$ cat src/rtl/stage_boot_pkg.sv
package stage_boot_pkg;

    localparam int SEG_W = 3;
    localparam logic [SEG_W-1:0] LAST_SEG = 3'd4;

    localparam logic [1:0] TYPE_ENGINE = 2'd0;
    localparam logic [1:0] TYPE_CIPHER = 2'd1;
    localparam logic [1:0] TYPE_PLAIN  = 2'd2;

    localparam logic [1:0] REGION_SHARED = 2'd0;
    localparam logic [1:0] REGION_SLOT1  = 2'd1;
    localparam logic [1:0] REGION_SLOT2  = 2'd2;

    typedef enum logic [2:0] {
        PH_HDR,
        PH_BODY,
        PH_DSEND,
        PH_DWAIT,
        PH_CFG,
        PH_SIG,
        PH_FIN,
        PH_ERR
    } phase_t;

endpackage

$ cat src/rtl/seg_plan.sv
module seg_plan
    import stage_boot_pkg::*;
(
    input  logic [SEG_W-1:0] seg,
    output logic [1:0]       exp_type,
    output logic [1:0]       region
);
    always_comb begin
        unique case (seg)
            3'd0, 3'd2: begin exp_type = TYPE_ENGINE; region = REGION_SHARED; end
            3'd1:       begin exp_type = TYPE_CIPHER; region = REGION_SLOT1;  end
            3'd3:       begin exp_type = TYPE_CIPHER; region = REGION_SLOT2;  end
            default:    begin exp_type = TYPE_PLAIN;  region = REGION_SHARED; end
        endcase
    end
endmodule

$ cat src/rtl/key_select.sv
module key_select #(
    parameter int MASTER_W = 1024,
    parameter int KEY_W    = 128,
    localparam int NUM_KEYS = MASTER_W / KEY_W,
    localparam int KIDX_W   = $clog2(NUM_KEYS)
) (
    input  logic                clk,
    input  logic                rst_n,
    input  logic                load,
    input  logic [KIDX_W-1:0]   idx,
    input  logic [MASTER_W-1:0] master_key,
    output logic [KEY_W-1:0]    key
);
    logic [KEY_W-1:0] slice [NUM_KEYS];
    logic [KEY_W-1:0] key_d, key_q;

    for (genvar g = 0; g < NUM_KEYS; g++) begin : g_slice
        assign slice[g] = master_key[g*KEY_W +: KEY_W];
    end

    always_comb begin
        key_d = key_q;
        if (load) key_d = slice[idx];
    end

    always_ff @(posedge clk or negedge rst_n) begin
        if (!rst_n) key_q <= '0;
        else        key_q <= key_d;
    end

    assign key = key_q;
endmodule

$ cat src/rtl/sig_accum.sv
module sig_accum #(
    parameter int W = 32
) (
    input  logic         clk,
    input  logic         rst_n,
    input  logic         start,
    input  logic         update,
    input  logic [W-1:0] word,
    output logic [W-1:0] sig
);
    logic [W-1:0] sig_d, sig_q;

    always_comb begin
        sig_d = sig_q;
        if (start)       sig_d = word;
        else if (update) sig_d = {sig_q[W-2:0], sig_q[W-1]} ^ word;
    end

    always_ff @(posedge clk or negedge rst_n) begin
        if (!rst_n) sig_q <= '0;
        else        sig_q <= sig_d;
    end

    assign sig = sig_q;
endmodule

$ cat src/rtl/stage_boot_seq.sv
module stage_boot_seq
    import stage_boot_pkg::*;
#(
    parameter int WORD_W   = 32,
    parameter int ADDR_W   = 16,
    parameter int CNT_W    = 24,
    parameter int KEY_W    = 128,
    parameter int MASTER_W = 1024
) (
    input  logic                clk,
    input  logic                rst_n,
    output logic                mem_req,
    output logic [ADDR_W-1:0]   mem_addr,
    input  logic                mem_ack,
    input  logic [WORD_W-1:0]   mem_rdata,
    output logic                cfg_valid,
    input  logic                cfg_ready,
    output logic [WORD_W-1:0]   cfg_data,
    output logic [1:0]          cfg_region,
    output logic                dec_valid,
    input  logic                dec_ready,
    output logic [WORD_W-1:0]   dec_data,
    output logic [KEY_W-1:0]    dec_key,
    input  logic                dec_res_valid,
    input  logic [WORD_W-1:0]   dec_res_data,
    input  logic [MASTER_W-1:0] master_key,
    output logic                boot_done,
    output logic                boot_err,
    output logic [2:0]          err_seg
);
    localparam int NUM_KEYS = MASTER_W / KEY_W;
    localparam int KIDX_W   = $clog2(NUM_KEYS);
    localparam int TYPE_HI  = WORD_W - 1;
    localparam int KIDX_HI  = WORD_W - 3;
    localparam int SPARE_HI = WORD_W - 3 - KIDX_W;

    typedef struct packed {
        phase_t             phase;
        logic [SEG_W-1:0]   seg;
        logic [ADDR_W-1:0]  addr;
        logic [CNT_W-1:0]   cnt;
        logic [WORD_W-1:0]  word;
        logic               enc;
        logic               done;
        logic               err;
        logic [SEG_W-1:0]   err_seg;
    } ctl_t;

    ctl_t r_q, r_d;

    logic [1:0]        hdr_type;
    logic [KIDX_W-1:0] hdr_kidx;
    logic [CNT_W-1:0]  hdr_cnt;
    logic              hdr_unused;
    logic [1:0]        exp_type;
    logic [1:0]        region;
    logic              sig_start, sig_update, key_load;
    logic [WORD_W-1:0] sig;

    assign hdr_type   = mem_rdata[TYPE_HI -: 2];
    assign hdr_kidx   = mem_rdata[KIDX_HI -: KIDX_W];
    assign hdr_cnt    = mem_rdata[CNT_W-1:0];
    assign hdr_unused = ^mem_rdata[SPARE_HI:CNT_W];

    seg_plan u_plan (
        .seg      (r_q.seg),
        .exp_type (exp_type),
        .region   (region)
    );

    key_select #(.MASTER_W(MASTER_W), .KEY_W(KEY_W)) u_key (
        .clk        (clk),
        .rst_n      (rst_n),
        .load       (key_load),
        .idx        (hdr_kidx),
        .master_key (master_key),
        .key        (dec_key)
    );

    sig_accum #(.W(WORD_W)) u_sig (
        .clk    (clk),
        .rst_n  (rst_n),
        .start  (sig_start),
        .update (sig_update),
        .word   (mem_rdata),
        .sig    (sig)
    );

    always_comb begin
        r_d        = r_q;
        r_d.done   = 1'b0;
        mem_req    = 1'b0;
        cfg_valid  = 1'b0;
        dec_valid  = 1'b0;
        sig_start  = 1'b0;
        sig_update = 1'b0;
        key_load   = 1'b0;
        unique case (r_q.phase)
            PH_HDR: begin
                mem_req = 1'b1;
                if (mem_ack) begin
                    r_d.addr = r_q.addr + 1'b1;
                    if (hdr_type != exp_type) begin
                        r_d.phase   = PH_ERR;
                        r_d.err     = 1'b1;
                        r_d.err_seg = r_q.seg;
                    end else begin
                        sig_start = 1'b1;
                        key_load  = (hdr_type == TYPE_CIPHER);
                        r_d.enc   = (hdr_type == TYPE_CIPHER);
                        r_d.cnt   = hdr_cnt;
                        r_d.phase = (hdr_cnt == '0) ? PH_SIG : PH_BODY;
                    end
                end
            end
            PH_BODY: begin
                mem_req = 1'b1;
                if (mem_ack) begin
                    sig_update = 1'b1;
                    r_d.addr   = r_q.addr + 1'b1;
                    r_d.word   = mem_rdata;
                    r_d.cnt    = r_q.cnt - 1'b1;
                    r_d.phase  = r_q.enc ? PH_DSEND : PH_CFG;
                end
            end
            PH_DSEND: begin
                dec_valid = 1'b1;
                if (dec_ready) r_d.phase = PH_DWAIT;
            end
            PH_DWAIT: begin
                if (dec_res_valid) begin
                    r_d.word  = dec_res_data;
                    r_d.phase = PH_CFG;
                end
            end
            PH_CFG: begin
                cfg_valid = 1'b1;
                if (cfg_ready) r_d.phase = (r_q.cnt == '0) ? PH_SIG : PH_BODY;
            end
            PH_SIG: begin
                mem_req = 1'b1;
                if (mem_ack) begin
                    r_d.addr = r_q.addr + 1'b1;
                    if (mem_rdata != sig) begin
                        r_d.phase   = PH_ERR;
                        r_d.err     = 1'b1;
                        r_d.err_seg = r_q.seg;
                    end else if (r_q.seg == LAST_SEG) begin
                        r_d.phase = PH_FIN;
                        r_d.done  = 1'b1;
                    end else begin
                        r_d.seg   = r_q.seg + 1'b1;
                        r_d.phase = PH_HDR;
                    end
                end
            end
            default: ;
        endcase
    end

    always_ff @(posedge clk or negedge rst_n) begin
        if (!rst_n) begin
            r_q       <= '0;
            r_q.phase <= PH_HDR;
        end else begin
            r_q <= r_d;
        end
    end

    assign mem_addr   = r_q.addr;
    assign cfg_data   = r_q.word;
    assign dec_data   = r_q.word;
    assign cfg_region = region;
    assign boot_done  = r_q.done;
    assign boot_err   = r_q.err;
    assign err_seg    = r_q.err_seg;
endmodule

$ cat config.mk
export PLATFORM = sky130hd
export DESIGN_NAME = stage_boot_seq
export DESIGN_NICKNAME = d
export VERILOG_FILES = /design/src/rtl/stage_boot_pkg.sv /design/src/rtl/seg_plan.sv /design/src/rtl/key_select.sv /design/src/rtl/sig_accum.sv /design/src/rtl/stage_boot_seq.sv
export SDC_FILE = /design/constraint.sdc
export NUM_CORES = 1
export LEC_CHECK = 0
export BUFFER_PORTS_ARGS = -buffer_cell sky130_fd_sc_hd__buf_2
export CORE_AREA = 3 3 511 513
export CTS_CLUSTER_DIAMETER = 60
export DETAILED_ROUTE_END_ITERATION = 10
export DIE_AREA = 0 0 514 516
export SKIP_LAST_GASP = 1
export SLEW_MARGIN = 20
export SYNTH_ARGS = -nofsm -noshare
export SYNTH_HDL_FRONTEND = slang
export SYNTH_HIERARCHICAL = 1
export SYNTH_SLANG_ARGS = --single-unit
$ cat constraint.sdc
create_clock -name clk -period 4.8 [get_ports clk]
set_input_delay 1.44 -clock clk [delete_from_list [all_inputs] [get_ports clk]]
set_output_delay 1.44 -clock clk [all_outputs]
set_load 0.05 [all_outputs]
==> out/results.ini <==
[grt]
gr-total-overflow = 0
grt_usage_pct = 15.3
grt_max_degree = 114
antenna_found_initial = 307
grt_pass1_wl_um = 261000
grt_pass1_vias = 23600

[yosys]
yosys_most_used_dff = dfrtp_1
synthCells = 2289
synth_edf_count = 0
synthesis.nets = 3388
synth_warnings = 6
syn-cell-area_mm2 = 0.0211
synth.avg_cell_area_um2 = 9.22
synth_cell_types = 66
async_flop_share_pct = 100
seq_area_frac_synth_pct = 28.9
ys_seq_elements = 244

[power_and_ir_drop]
power_frac_comb_pct = 44.2
p_sw_share_pct = 47.4
ir_drop_uv = 443
total_power_mw = 12.5
p_per_area_mw_per_mm2 = 380
p_switching_mw = 5.92
pwr-share-clk_pct = 29.2
power.leakage_nw = 16.6
p_int_mw = 6.57
power_frac_seq_pct = 26.7

[finish]
multiInputGateArea_mm2 = 0.0130
ff_latch_area_mm2 = 0.00611
utilization_pct = 12.8
fin_area_mm2 = 0.0329
area_delta_synth_final_pct = 55.9
fillers = 29600
drive_above_1_share_pct = 43.4
nets = 4542

[sta]
rsz0062_at_grt = false
worst_slew_pin_slew_ns = 1.04
setup_viol = 0
tns_ns = 0
skew_ns = 0.0441
slew_headroom_pct = 28.4
finalCritPeriodShare_pct = 76.7
fin_crit_ns = 3.68
drv_slew = 0
hold_viol = 0
clock.fmax_mhz = 272

[clock_tree]
holdBufCountCts = 0
cts.path.max_buffers = 3
cts.sinks = 244
clk_pin_slew_ns = 0.06
clk-insertion-delay-late_ns = 0.69
h-tree-depth = 2
post_cts_resized = 0
cts_tree = yes
ctsRootBufferMaster = clkbuf_16
cts_buffers = 50
post_cts_buffers = 0

[worst_setup_path]
required_ns = 3.36
worst_ep_arrival_time_ns = 2.24
cp-end-kind = output pin
worstSetupStartpointType = register
path_class = reg2out
path_max_fanout = 17

[die]
rows = 186
fp.dieW_um = 514
die-area_mm2 = 0.265
die_y_um = 516
num_io_pins = 1312
fp.coreArea_mm2 = 0.257
initial_core_util_pct = 8.22

[placement]
portBuffers = 1311
placed_area_mm2 = 0.0310
place_hpwl_um = 188000
routabilityCongestion = 0.961

[status]
status = completed

[worst_hold_path]
hold_path.class = reg2reg

[routing]
via_per_inst = 3.69
first_iter_violations = 2485
avgRoutedWirePerCell_um = 30.9
detail-route-antenna-nets = 0
vias = 25700
drt-total-wl_um = 215000
drtPass1Iterations = 6
drc = 0

[run]
cap_violations = 0

[flip-flops by register name (all words and copies together), names as in the netlist]
name / cells
err_seg: 3
boot_err: 1
boot_done: 1
u_sig/sig: 32
r_q: 31
mem_addr: 16
u_key/key: 128
cfg_data: 32
[worst paths after layout]
kind / start / to / slack [ns] / cells after the start
min in group asynchronous: rst_n / mem_addr[6] / 0.79 / 1
worst min register to register: mem_addr[15] / mem_addr[15] / 0.48 / 1
worst max-delay path: r_q[82] / dec_valid / 1.12 / 2
worst min-delay path: mem_addr[15] / mem_addr[15] / 0.48 / 1
worst max register to register: r_q[82] / cfg_data[25] / 1.61 / 4
max in group asynchronous: rst_n / u_key/key[51] / 2.92 / 2
[metal layers]
| metal | wire length [µm] | global-route usage (%) | vias up |
|---|---|---|---|
| met5 | 1110 | 0.487 | - |
| met4 | 9410 | 5.83 | 170 |
| met3 | 28000 | 7.63 | 614 |
| met2 | 95700 | 24.2 | 1827 |
| met1 | 80500 | 17.5 | 12100 |
| li1 | - | - | 11000 |
[final cells by class]
cell class	count	area share [%]
multi-input combinational	1701	39.5
timing repair buffer	1400	22.7
sequential	244	18.6
tap	3384	12.9
clock buffer	54	3.94
clock inverter	34	1.12
antenna	93	0.707
inverter	46	0.529
[power groups by stage]
stage / sequential, mW / clock (mW) / combinational [mW]
6_report: 3.33 / 3.64 / 5.51
5_1_grt: 3.41 / 3.84 / 5.86
2_1_floorplan: 3.73 / 0 / 3.39
3_3_place_gp: 3.35 / 0 / 5.53
3_5_place_dp: 3.34 / 0 / 5.56
4_1_cts: 3.32 / 3.80 / 5.57
[cells in the mapped netlist (4+ instances only)]
cell type	n	share of area, %
a211o_1	128	5.3
a21oi_1	62	1.5
a22oi_1	130	4.6
a31oi_1	37	1.1
a32oi_1	4	0.17
a41o_1	128	6.1
and2b_1	8	0.28
and3_1	9	0.27
buf_1	12	0.21
buf_2	41	0.97
buf_4	87	3.1
buf_6	38	2.0
clkbuf_1	107	1.9
clkbuf_4	10	0.36
dfrtp_1	244	29
ha_1	5	0.30
inv_1	44	0.78
mux2_2	4	0.21
mux2i_1	419	20
nand2_1	66	1.2
nand2b_1	5	0.15
nand3_1	145	3.4
nand4_1	7	0.21
nor2_1	61	1.1
nor2b_1	253	7.5
nor3_1	10	0.24
nor3b_1	5	0.18
nor4_1	16	0.47
o211ai_1	4	0.14
o21ai_0	53	1.3
o21ai_1	4	0.095
o22a_1	34	1.4
o22ai_1	4	0.12
or4_1	4	0.14
xnor2_1	14	0.58
xor2_1	36	1.5
[placed cells by master (no fill, tap or decap), types with 8 or more instances in the layout]
cell type  netlist  routed
nor2_1          61      60
buf_4           87      72
xor2_1          36      36
nand2_1         66      66
a22oi_1        130     130
nand3_1        145     145
and2b_1          8       8
nor2b_1        253     253
a31oi_1         37      37
dfrtp_1        244     244
o22a_1          34      34
nor3_1          10      10
xnor2_1         14      14
a41o_1         128     128
o21ai_0         53      53
a211o_1        128     128
a21oi_1         62      62
diode_2          0      93
buf_12           0      17
mux2i_1        419     419
nor4_1          16      16
inv_1           44      44
buf_2           41    1307
clkbuf_16        0      50
clkinv_2         1       9
and3_1           9       9
[per-stage QoR]
step	hold slack [ns]	worst slack (ns)	cells
global placement	0.473	0.904	6775
detailed placement	0.458	0.920	6775
CTS	0.480	1.11	6863
finish	0.483	1.12	6956
global route	0.502	1.06	6922
floorplan	0.447	1.37	2289
[critical path: stages (launching register included)]
cell and delay, ns:
dfrtp_1 0.74, nor3b_1 0.45, buf_2 0.39
[cell families after synthesis]
| logic type | after synthesis | share of synthesized area [%] |
|---|---|---|
| adders and majority gates | 5 | 0.296 |
| DFF | 244 | 28.9 |
| buffers and inverters | 344 | 9.60 |
| and+or+nand+nor | 615 | 16.4 |
| xor gates and xnor gates | 50 | 2.07 |
| AOI/OAI and AO/OA | 608 | 22.6 |
| muxes | 423 | 20.1 |
Note: power is estimated with default switching activity, not from simulation.
